===== config.mk =====
export PLATFORM = sky130hd
export DESIGN_NAME = scan_test_seq
export DESIGN_NICKNAME = d
export VERILOG_FILES = /design/src/rtl/scan_seq_pkg.sv /design/src/rtl/scan_datapath.sv /design/src/rtl/scan_control.sv /design/src/rtl/scan_test_seq.sv
export SDC_FILE = /design/constraint.sdc
export NUM_CORES = 1
export LEC_CHECK = 0
export ABC_AREA = 0
export BUFFER_PORTS_ARGS = -buffer_cell sky130_fd_sc_hd__clkbuf_2
export CAP_MARGIN = 15
export CORE_ASPECT_RATIO = 0.8
export CORE_MARGIN = 4
export CORE_UTILIZATION = 40
export CTS_BUF_LIST = sky130_fd_sc_hd__clkbuf_16
export DETAILED_ROUTE_END_ITERATION = 10
export SLEW_MARGIN = 20
export SYNTH_ARGS = -nofsm -noshare
export SYNTH_HDL_FRONTEND = slang
export SYNTH_HIERARCHICAL = 1
export SYNTH_SLANG_ARGS = --single-unit

===== constraint.sdc =====
create_clock -name clk -period 3.61 [get_ports clk]
set_clock_uncertainty 0.05 [all_clocks]
set_input_delay 0.722 -clock clk [delete_from_list [all_inputs] [get_ports clk]]
set_output_delay 0.722 -clock clk [all_outputs]
set_load 0.05 [all_outputs]

===== src/rtl/scan_seq_pkg.sv =====
package scan_seq_pkg;
  localparam int A_W         = 3;
  localparam int B_W         = 2;
  localparam int CHAIN_W     = A_W + B_W;
  localparam int NUM_VEC     = CHAIN_W + 2;
  localparam int PHASE_LEN   = CHAIN_W + 1;
  localparam int TEST_CYCLES = NUM_VEC * PHASE_LEN + CHAIN_W;
  localparam int VEC_W       = $clog2(NUM_VEC + 1);
  localparam int POS_W       = $clog2(PHASE_LEN);

  typedef struct packed {
    logic testMode;
    logic scanEn;
    logic scanBit;
  } scanCtrl_t;

  // Functional next state of both machines: {b[1:0], a[2:0]}
  function automatic logic [CHAIN_W-1:0] nextState(input logic [CHAIN_W-1:0] s, input logic x);
    logic [A_W-1:0] a;
    logic [B_W-1:0] b;
    a = s[A_W-1:0];
    b = s[CHAIN_W-1:A_W];
    return {b[0], ~b[1] ^ x, a[1], a[0], a[2] ^ a[1] ^ x};
  endfunction

  // Vector idx: one-hot for idx < CHAIN_W, then all zeros, then all ones
  function automatic logic [CHAIN_W-1:0] vectorOf(input int idx);
    logic [CHAIN_W-1:0] v;
    for (int k = 0; k < CHAIN_W; k++) v[k] = (idx == k) || (idx == CHAIN_W + 1);
    return v;
  endfunction
endpackage


===== src/rtl/scan_datapath.sv =====
module scan_datapath
  import scan_seq_pkg::*;
(
  input  logic               clk,
  input  logic               rstN,
  input  scanCtrl_t          ctrl,
  input  logic               extIn,
  output logic               scanOut,
  output logic [CHAIN_W-1:0] state
);
  logic               inReg;
  logic [CHAIN_W-1:0] funcNext;

  // External input registered; forced to zero while under test
  always_ff @(posedge clk) begin
    if (!rstN)              inReg <= 1'b0;
    else if (ctrl.testMode) inReg <= 1'b0;
    else                    inReg <= extIn;
  end

  always_comb funcNext = nextState(state, inReg);

  // One mux-D scan cell per state bit
  for (genvar i = 0; i < CHAIN_W; i++) begin : g_cell
    logic chainSrc;
    if (i == CHAIN_W - 1) begin : g_head
      always_comb chainSrc = ctrl.scanBit;
    end else begin : g_link
      always_comb chainSrc = state[i+1];
    end
    always_ff @(posedge clk) begin
      if (!rstN) state[i] <= 1'b0;
      else       state[i] <= ctrl.scanEn ? chainSrc : funcNext[i];
    end
  end

  assign scanOut = state[0];

  assert_shift_R5: assert property (@(posedge clk) disable iff (!rstN)
    ctrl.scanEn |=> (state[CHAIN_W-2:0] == $past(state[CHAIN_W-1:1])) &&
                    (state[CHAIN_W-1] == $past(ctrl.scanBit)));

  assert_input_held_R10: assert property (@(posedge clk) disable iff (!rstN)
    ctrl.testMode |=> inReg == 1'b0);
endmodule


===== src/rtl/scan_control.sv =====
module scan_control
  import scan_seq_pkg::*;
(
  input  logic      clk,
  input  logic      rstN,
  input  logic      start,
  input  logic      scanOut,
  output scanCtrl_t ctrl,
  output logic      busy,
  output logic      done,
  output logic      fail
);
  logic [VEC_W-1:0]   vecIdx;
  logic [POS_W-1:0]   bitPos;
  logic [CHAIN_W-1:0] curVec;
  logic [CHAIN_W-1:0] expResp;
  logic               shifting;
  logic               lastCycle;
  logic               mismatch;

  always_comb begin
    shifting  = busy && (int'(bitPos) < CHAIN_W);
    lastCycle = busy && (int'(vecIdx) == NUM_VEC) && (int'(bitPos) == CHAIN_W - 1);
    curVec    = (int'(vecIdx) < NUM_VEC) ? vectorOf(int'(vecIdx)) : '0;
    expResp   = nextState(vectorOf(int'(vecIdx) - 1), 1'b0);
    mismatch  = shifting && (vecIdx != '0) && (scanOut != expResp[bitPos[$clog2(CHAIN_W)-1:0]]);
    ctrl.testMode = busy;
    ctrl.scanEn   = shifting;
    ctrl.scanBit  = shifting && curVec[bitPos[$clog2(CHAIN_W)-1:0]];
  end

  always_ff @(posedge clk) begin
    if (!rstN) begin
      busy <= 1'b0; done <= 1'b0; fail <= 1'b0;
      vecIdx <= '0; bitPos <= '0;
    end else if (!busy) begin
      if (start) begin
        busy <= 1'b1; done <= 1'b0; fail <= 1'b0;
        vecIdx <= '0; bitPos <= '0;
      end
    end else begin
      if (mismatch) fail <= 1'b1;
      if (lastCycle) begin
        busy <= 1'b0;
        done <= 1'b1;
      end else if (int'(bitPos) == PHASE_LEN - 1) begin
        bitPos <= '0;
        vecIdx <= vecIdx + 1'b1;
      end else begin
        bitPos <= bitPos + 1'b1;
      end
    end
  end

  assert_busy_done_excl_R4: assert property (@(posedge clk) disable iff (!rstN)
    !(busy && done));

  assert_start_ignored_R9: assert property (@(posedge clk) disable iff (!rstN)
    (busy && !lastCycle) |=> busy);

  assert_fail_sticky_R8: assert property (@(posedge clk) disable iff (!rstN)
    (busy && fail) |=> fail);

  assert_single_capture_R6: assert property (@(posedge clk) disable iff (!rstN)
    (busy && !ctrl.scanEn) |=> ctrl.scanEn);
endmodule


===== src/rtl/scan_test_seq.sv =====
module scan_test_seq
  import scan_seq_pkg::*;
(
  input  logic               clk,
  input  logic               rstN,
  input  logic               start,
  input  logic               extIn,
  output logic               busy,
  output logic               done,
  output logic               fail,
  output logic [CHAIN_W-1:0] fsmState
);
  scanCtrl_t ctrl;
  logic      scanOut;

  scan_control i_control (
    .clk(clk), .rstN(rstN), .start(start), .scanOut(scanOut),
    .ctrl(ctrl), .busy(busy), .done(done), .fail(fail)
  );

  scan_datapath i_datapath (
    .clk(clk), .rstN(rstN), .ctrl(ctrl), .extIn(extIn),
    .scanOut(scanOut), .state(fsmState)
  );
endmodule


; Word-level counts from Yosys, hierarchy flattened
; Index checks and enable logic that the tools add are counted.
; W data, S select, Z words.
[classes]
n_reduce_logical = 25
mux = 25
n_eq_ne = 18
n_addsub = 3
n_lt_le_gt_ge = 3
bitwise = 7
[op_table]
columns = op, n
row1 = $eq A32 B3 Y1 const B, 2
row2 = $eq A32 B4 Y1 const B, 2
row3 = $eq A32 B2 Y1 const B, 1
row4 = $logic_not A32 Y1, 1
row5 = $mux W3, 7
row6 = $eq A3 B3 Y1 const B, 5
row7 = $mux W1, 15
row8 = $logic_or A1 B1 Y1, 10
row9 = $ne A2 B2 Y1 const B, 4
row10 = $add A3 B1 Y3 const B, 2
row11 = $bmux W1 S3, 2
row12 = $eq A3 B2 Y1 const B, 2
row13 = $logic_and A1 B1 Y1, 6
row14 = $lt A3 B3 Y1 const B, 2
row15 = $reduce_and A2 Y1, 3
row16 = $mux W5, 1
row17 = $lt A3 B4 Y1 const B, 1
row18 = $sub A3 B1 Y4 const B, 1
row19 = $xor A1 B1 Y1, 4
row20 = $eq A3 B1 Y1 const B, 1
row21 = $logic_not A3 Y1, 1
row22 = $not A1 Y1, 3
row23 = $reduce_and A3 Y1, 1
row24 = $reduce_bool A3 Y1, 1
row25 = other kinds (3), 3
[word_totals]
in_bits = 4
register_bits = 15
word_cells = 92
out_inout_bits = 8

; Longest topological paths before layout
[logic_depth]
ltp_word = 10
mapped_depth = 9
depth_no_buf = 8

; Hierarchy
; Netlist, hierarchy kept.
[by_module_without_submodules]
columns = module, cells_per_inst, area_each_um2, seq_area_each_um2, n_inst
row1 = scan_control, 105, 820.8, 180.2, 1
row2 = scan_datapath, 27, 271.5, 120.1, 1

; Least setup slack after synthesis
; No wires, ideal clock.
[synth_timing]
kind = register -> register
from = register i_control.vecIdx[0]
to = register i_control.fail
required_time_ns = 3.476
arrival_ns = 1.866
stages_incl_launch_ff = 8
slack_ns = 1.610
path_cell_list = dfxtp_1 > inv_1 > ha_1 > or4b_1 > a211oi_2 > o311ai_1 > and3_1 > o31ai_2
[synth_between]
elab_chain_len = 10
elab_cells_between_ends = 22
[synth_rtl]
columns = element, line_no
row1 = from (decl), scan_control.sv:13  ; logic [VEC_W-1:0] vecIdx;
row2 = from (signal assigned), scan_control.sv:48  ; vecIdx <= vecIdx + 1'b1;
row3 = $sub A3 B1 Y4, scan_control.sv:25  ; expResp = nextState(vectorOf(int'(vecIdx) - 1), 1'b0);
row4 = $eq A32 B3 Y1 (tied with other cells), scan_seq_pkg.sv:29  ; for (int k = 0; k < CHAIN_W; k++) v[k] = (idx == k) || (idx == CHAIN_W + 1);
row5 = $logic_or A1 B1 Y1, scan_seq_pkg.sv:29
row6 = $xor A1 B1 Y1 or $not A1 Y1 (tied branches), scan_seq_pkg.sv:23  ; return {b[0], ~b[1] ^ x, a[1], a[0], a[2] ^ a[1] ^ x};
row7 = $bmux W1 S3, scan_control.sv:26  ; mismatch = shifting && (vecIdx != '0) && (scanOut != expResp[bitPos[$clog2(CHAIN_W)-1:0]]);
row8 = $mux W1 (implied by the code), scan_control.sv:26
row9 = $ne A1 B1 Y1, scan_control.sv:26
row10 = $logic_and A1 B1 Y1 *, scan_control.sv:26
row11 = $ne A2 B2 Y1 (no line) *, n/a
row12 = $reduce_and A2 Y1 (no line) *, n/a
row13 = to (signal assigned), scan_control.sv:34  ; busy <= 1'b0; done <= 1'b0; fail <= 1'b0;
row14 = to (signal assigned), scan_control.sv:38  ; busy <= 1'b1; done <= 1'b0; fail <= 1'b0;
row15 = to (signal assigned), scan_control.sv:42  ; if (mismatch) fail <= 1'b1;
row16 = to (decl), scan_control.sv:11  ; output logic fail
; Every way passes the cells marked *; elsewhere a longest branch is shown, timed or not. The select of a mux whose other input is x is not followed.
; A chain may end at the register's enable or synchronous reset.

; Final worst setup path
; Ends and elaborated chain as after synthesis.

==> impl_metrics.ini <==
[sta]
slew_headroom_pct = 64.8
timing.hold.ws_ps = 426
tightestPinTransition_ps = 527
timing.fmax_ghz = 0.421
drv_slew = 0
min_period_over_period_pct = 65.8
fin_tns_setup_ps = 0
setup_ws_ps = 1230
setup_violations = 0
rsz0062_at_grt = false
post-route-min-period_ps = 2380
finalHoldViolCount = 0

[yosys]
syn_area_per_cell_um2 = 8.27
yosys_register_bits = 15
synth_cells = 132
synthesis.area_mm2 = 0.00109
ys_warn_count = 6
synth_ff_type = dfxtp_1
ys_seq_area_share_pct = 27.5
synth_edf_count = 0
synth.net_count = 142
async_flop_share_pct = 0
ys_types = 39

[cts]
clkTransAtPathRegs_ps = 50
cts_buffer_depth = 2
cts_setup_buffers = 0
ctsRootBufferMaster = clkbuf_16
cts_tree = yes
clk-insertion-delay-late_ps = 240
htree_levels = 1
cts-resized-gates = 0
cts_made_buffers = 3
cts_sinks = 15
hold_buffers = 0

[power]
switching_share_pct = 25.8
p_leak_nw = 0.489
finalPower_uw = 463
ir_worst_vdd_mv = 0.279
p_sw_uw = 119
intPower_uw = 343
combinationalPowerShare_pct = 14.6
p_clk_share_pct = 45.2
p_seq_share_pct = 40.2
power_density_mw_per_mm2 = 399

[floorplanning]
initial_core_util_pct = 43.3
io_pins = 12
die-width_um = 66.4
core-area_mm2 = 0.00252
dieHeight_um = 54.7
fp-row-count = 16
die-area_mm2 = 0.00364

[global_routing]
grt_usage_pct = 13.4
grt_pass1_vias = 783
grt_start_max_net_pins = 17
antenna_found_initial = 0
grt_overflow = 0
grt_pass1_wl_um = 3680

[drt]
firstDrtPassIters = 4
viasPerCell = 5.28
wl_per_cell_um = 13.9
drcViolationCount = 0
vias = 887
ant_nets = 0
drt_iter0_markers = 54
drt_wl_total_um = 2340

[critical_path]
crit_chain = inv_1 -> ha_1 -> or4b_1 -> a211oi_2 -> o311ai_1 -> and3_1 -> o31ai_2
end_kind = flop
critPathSlowestCell = or4b_1
arrival_ps = 2480
cpPeakStageDelay_ps = 570
ff2ff_setup_slack_ps = 1230
r2r_end = i_control/fail$_SDFFE_PN0P_
worst-setup-path-type = flop to flop
r2r_cells = 7
cp_max_fo = 11
required_ps = 3720
timing.rr.start = i_control/vecIdx[0]$_SDFFE_PN0P_
path_buf_inv = 1
cp-start-kind = flop
cp_top_family = simple AND/OR/NAND/NOR gates
critPathLaunch = i_control/vecIdx[0]$_SDFFE_PN0P_

[min_path]
hold_path_depth = 2
hold_end = i_datapath/g_cell[2].chainSrc$_SDFF_PN0_
hold_path.class = flop to flop
hp-start = i_datapath/g_cell[3].chainSrc$_SDFF_PN0_

[cells_and_area]
multi_input_area_um2 = 658
drive_above_1_share_pct = 13.6
area_growth_pct = 6.19
fill_cells = 270
diodes = 0
final_nets = 143
seqCellArea_um2 = 300

[outcome]
outcome = finished, final reports clean

[placement]
pre_cts_slack_ps = 1250
dp_hpwl_um = 1710
io_buffers = 11
gp_congestion = 0.825

[flow_run]
cap_violations = 0
==> final cells by class <==
cell class,count,share of cell area (%)
tap,36,3.88
multi-input combinational,96,56.7
inverter,6,1.94
sequential,15,25.9
timing repair buffer,11,4.75
clock buffer,3,6.47
clock inverter,1,0.324
==> metal layers <==
layer	vias to the layer above	share of wire, %	global-route usage [%]
met5	-	0	0
met4	0	0	2.36
met3	0	6.0	3.70
met2	22	42	19.4
met1	404	52	19.8
li1	461	-	-
==> worst max-delay path by stage <==
stage | endpoint | cells past startpoint
2_1_floorplan | i_control/fail$_SDFFE_PN0P_ | 7
3_3_place_gp | i_control/fail$_SDFFE_PN0P_ | 7
3_5_place_dp | i_control/fail$_SDFFE_PN0P_ | 7
4_1_cts | i_control/fail$_SDFFE_PN0P_ | 7
5_1_grt | i_control/fail$_SDFFE_PN0P_ | 7
6_report | i_control/fail$_SDFFE_PN0P_ | 7
==> power groups by stage <==
stage               sequential, mW  combinational [mW]  clock, mW
floorplan                    0.184              0.0649          0
global placement             0.188              0.0662          0
detailed placement           0.189              0.0671          0
CTS                          0.185              0.0677      0.215
global route                 0.187              0.0731      0.224
finish                       0.186              0.0677      0.209
==> flip-flops by register name, summed over array words and instances, names as in the netlist <==
name,count
i_control/busy,1
i_control/vecIdx,3
i_datapath/scanOut,1
i_datapath/g_cell.chainSrc,4
i_datapath/inReg,1
i_control/done,1
i_control/bitPos,3
i_control/fail,1
==> worst reg2reg max path: stages, from the launching register on <==
cell and delay, ps:
dfxtp_1 410, inv_1 130, ha_1 390, or4b_1 570
a211oi_2 220, o311ai_1 120, and3_1 220, o31ai_2 170
==> logic make-up (layout without fill, tap and decap cells) <==
logic type | Yosys count | count (layout) | share of synthesized area (%)
multiplexers | 11 | 11 | 10.2
adder cells (fa/ha/maj) | 6 | 6 | 6.87
XOR/XNOR | 2 | 2 | 1.60
AND/OR/NAND/NOR | 44 | 44 | 20.6
AO/OA/AOI/OAI | 33 | 33 | 21.0
buffers and inverters | 21 | 21 | 12.3
flip-flops | 15 | 15 | 27.5
==> placed cells by master (no fill, tap or decap), types with 5 or more instances in the layout <==
cell / Yosys / layout
nor2b_1: 7 / 7
ha_1: 6 / 6
nor3_1: 5 / 5
nor2_1: 11 / 11
dfxtp_1: 15 / 15
inv_1: 6 / 7
nand2_1: 7 / 7
mux2i_1: 10 / 10
clkbuf_2: 0 / 11
a21oi_1: 7 / 7
o21ai_0: 8 / 8
==> metrics by stage <==
step           utilization (%)  area, um^2  cells
6_report                  46.0        1160    168
5_1_grt                   46.0        1160    168
4_1_cts                   46.0        1160    168
3_5_place_dp              42.9        1080    164
3_3_place_gp              42.9        1080    164
2_1_floorplan                -        1090    132
==> cell usage after synthesis, types with 2 or more instances <==
cell	count	area share (%)
o32ai_1	2	1.6
o21ai_0	8	3.7
nor3_1	5	2.3
buf_4	7	4.8
mux2i_1	10	9.2
ha_1	6	6.9
inv_1	6	2.1
dfxtp_1	15	27
nand3_1	2	0.92
nand2_1	7	2.4
and2_1	2	1.1
a21oi_1	7	3.2
or3_1	3	1.7
o21a_1	2	1.4
a21boi_1	2	1.4
buf_2	3	1.4
and3_1	3	1.7
a31oi_1	2	1.1
nor2b_1	7	4.0
buf_6	2	2.1
nor2_1	11	3.8
nand2b_1	3	1.7
No activity file was read; power rests on OpenSTA's default activity.
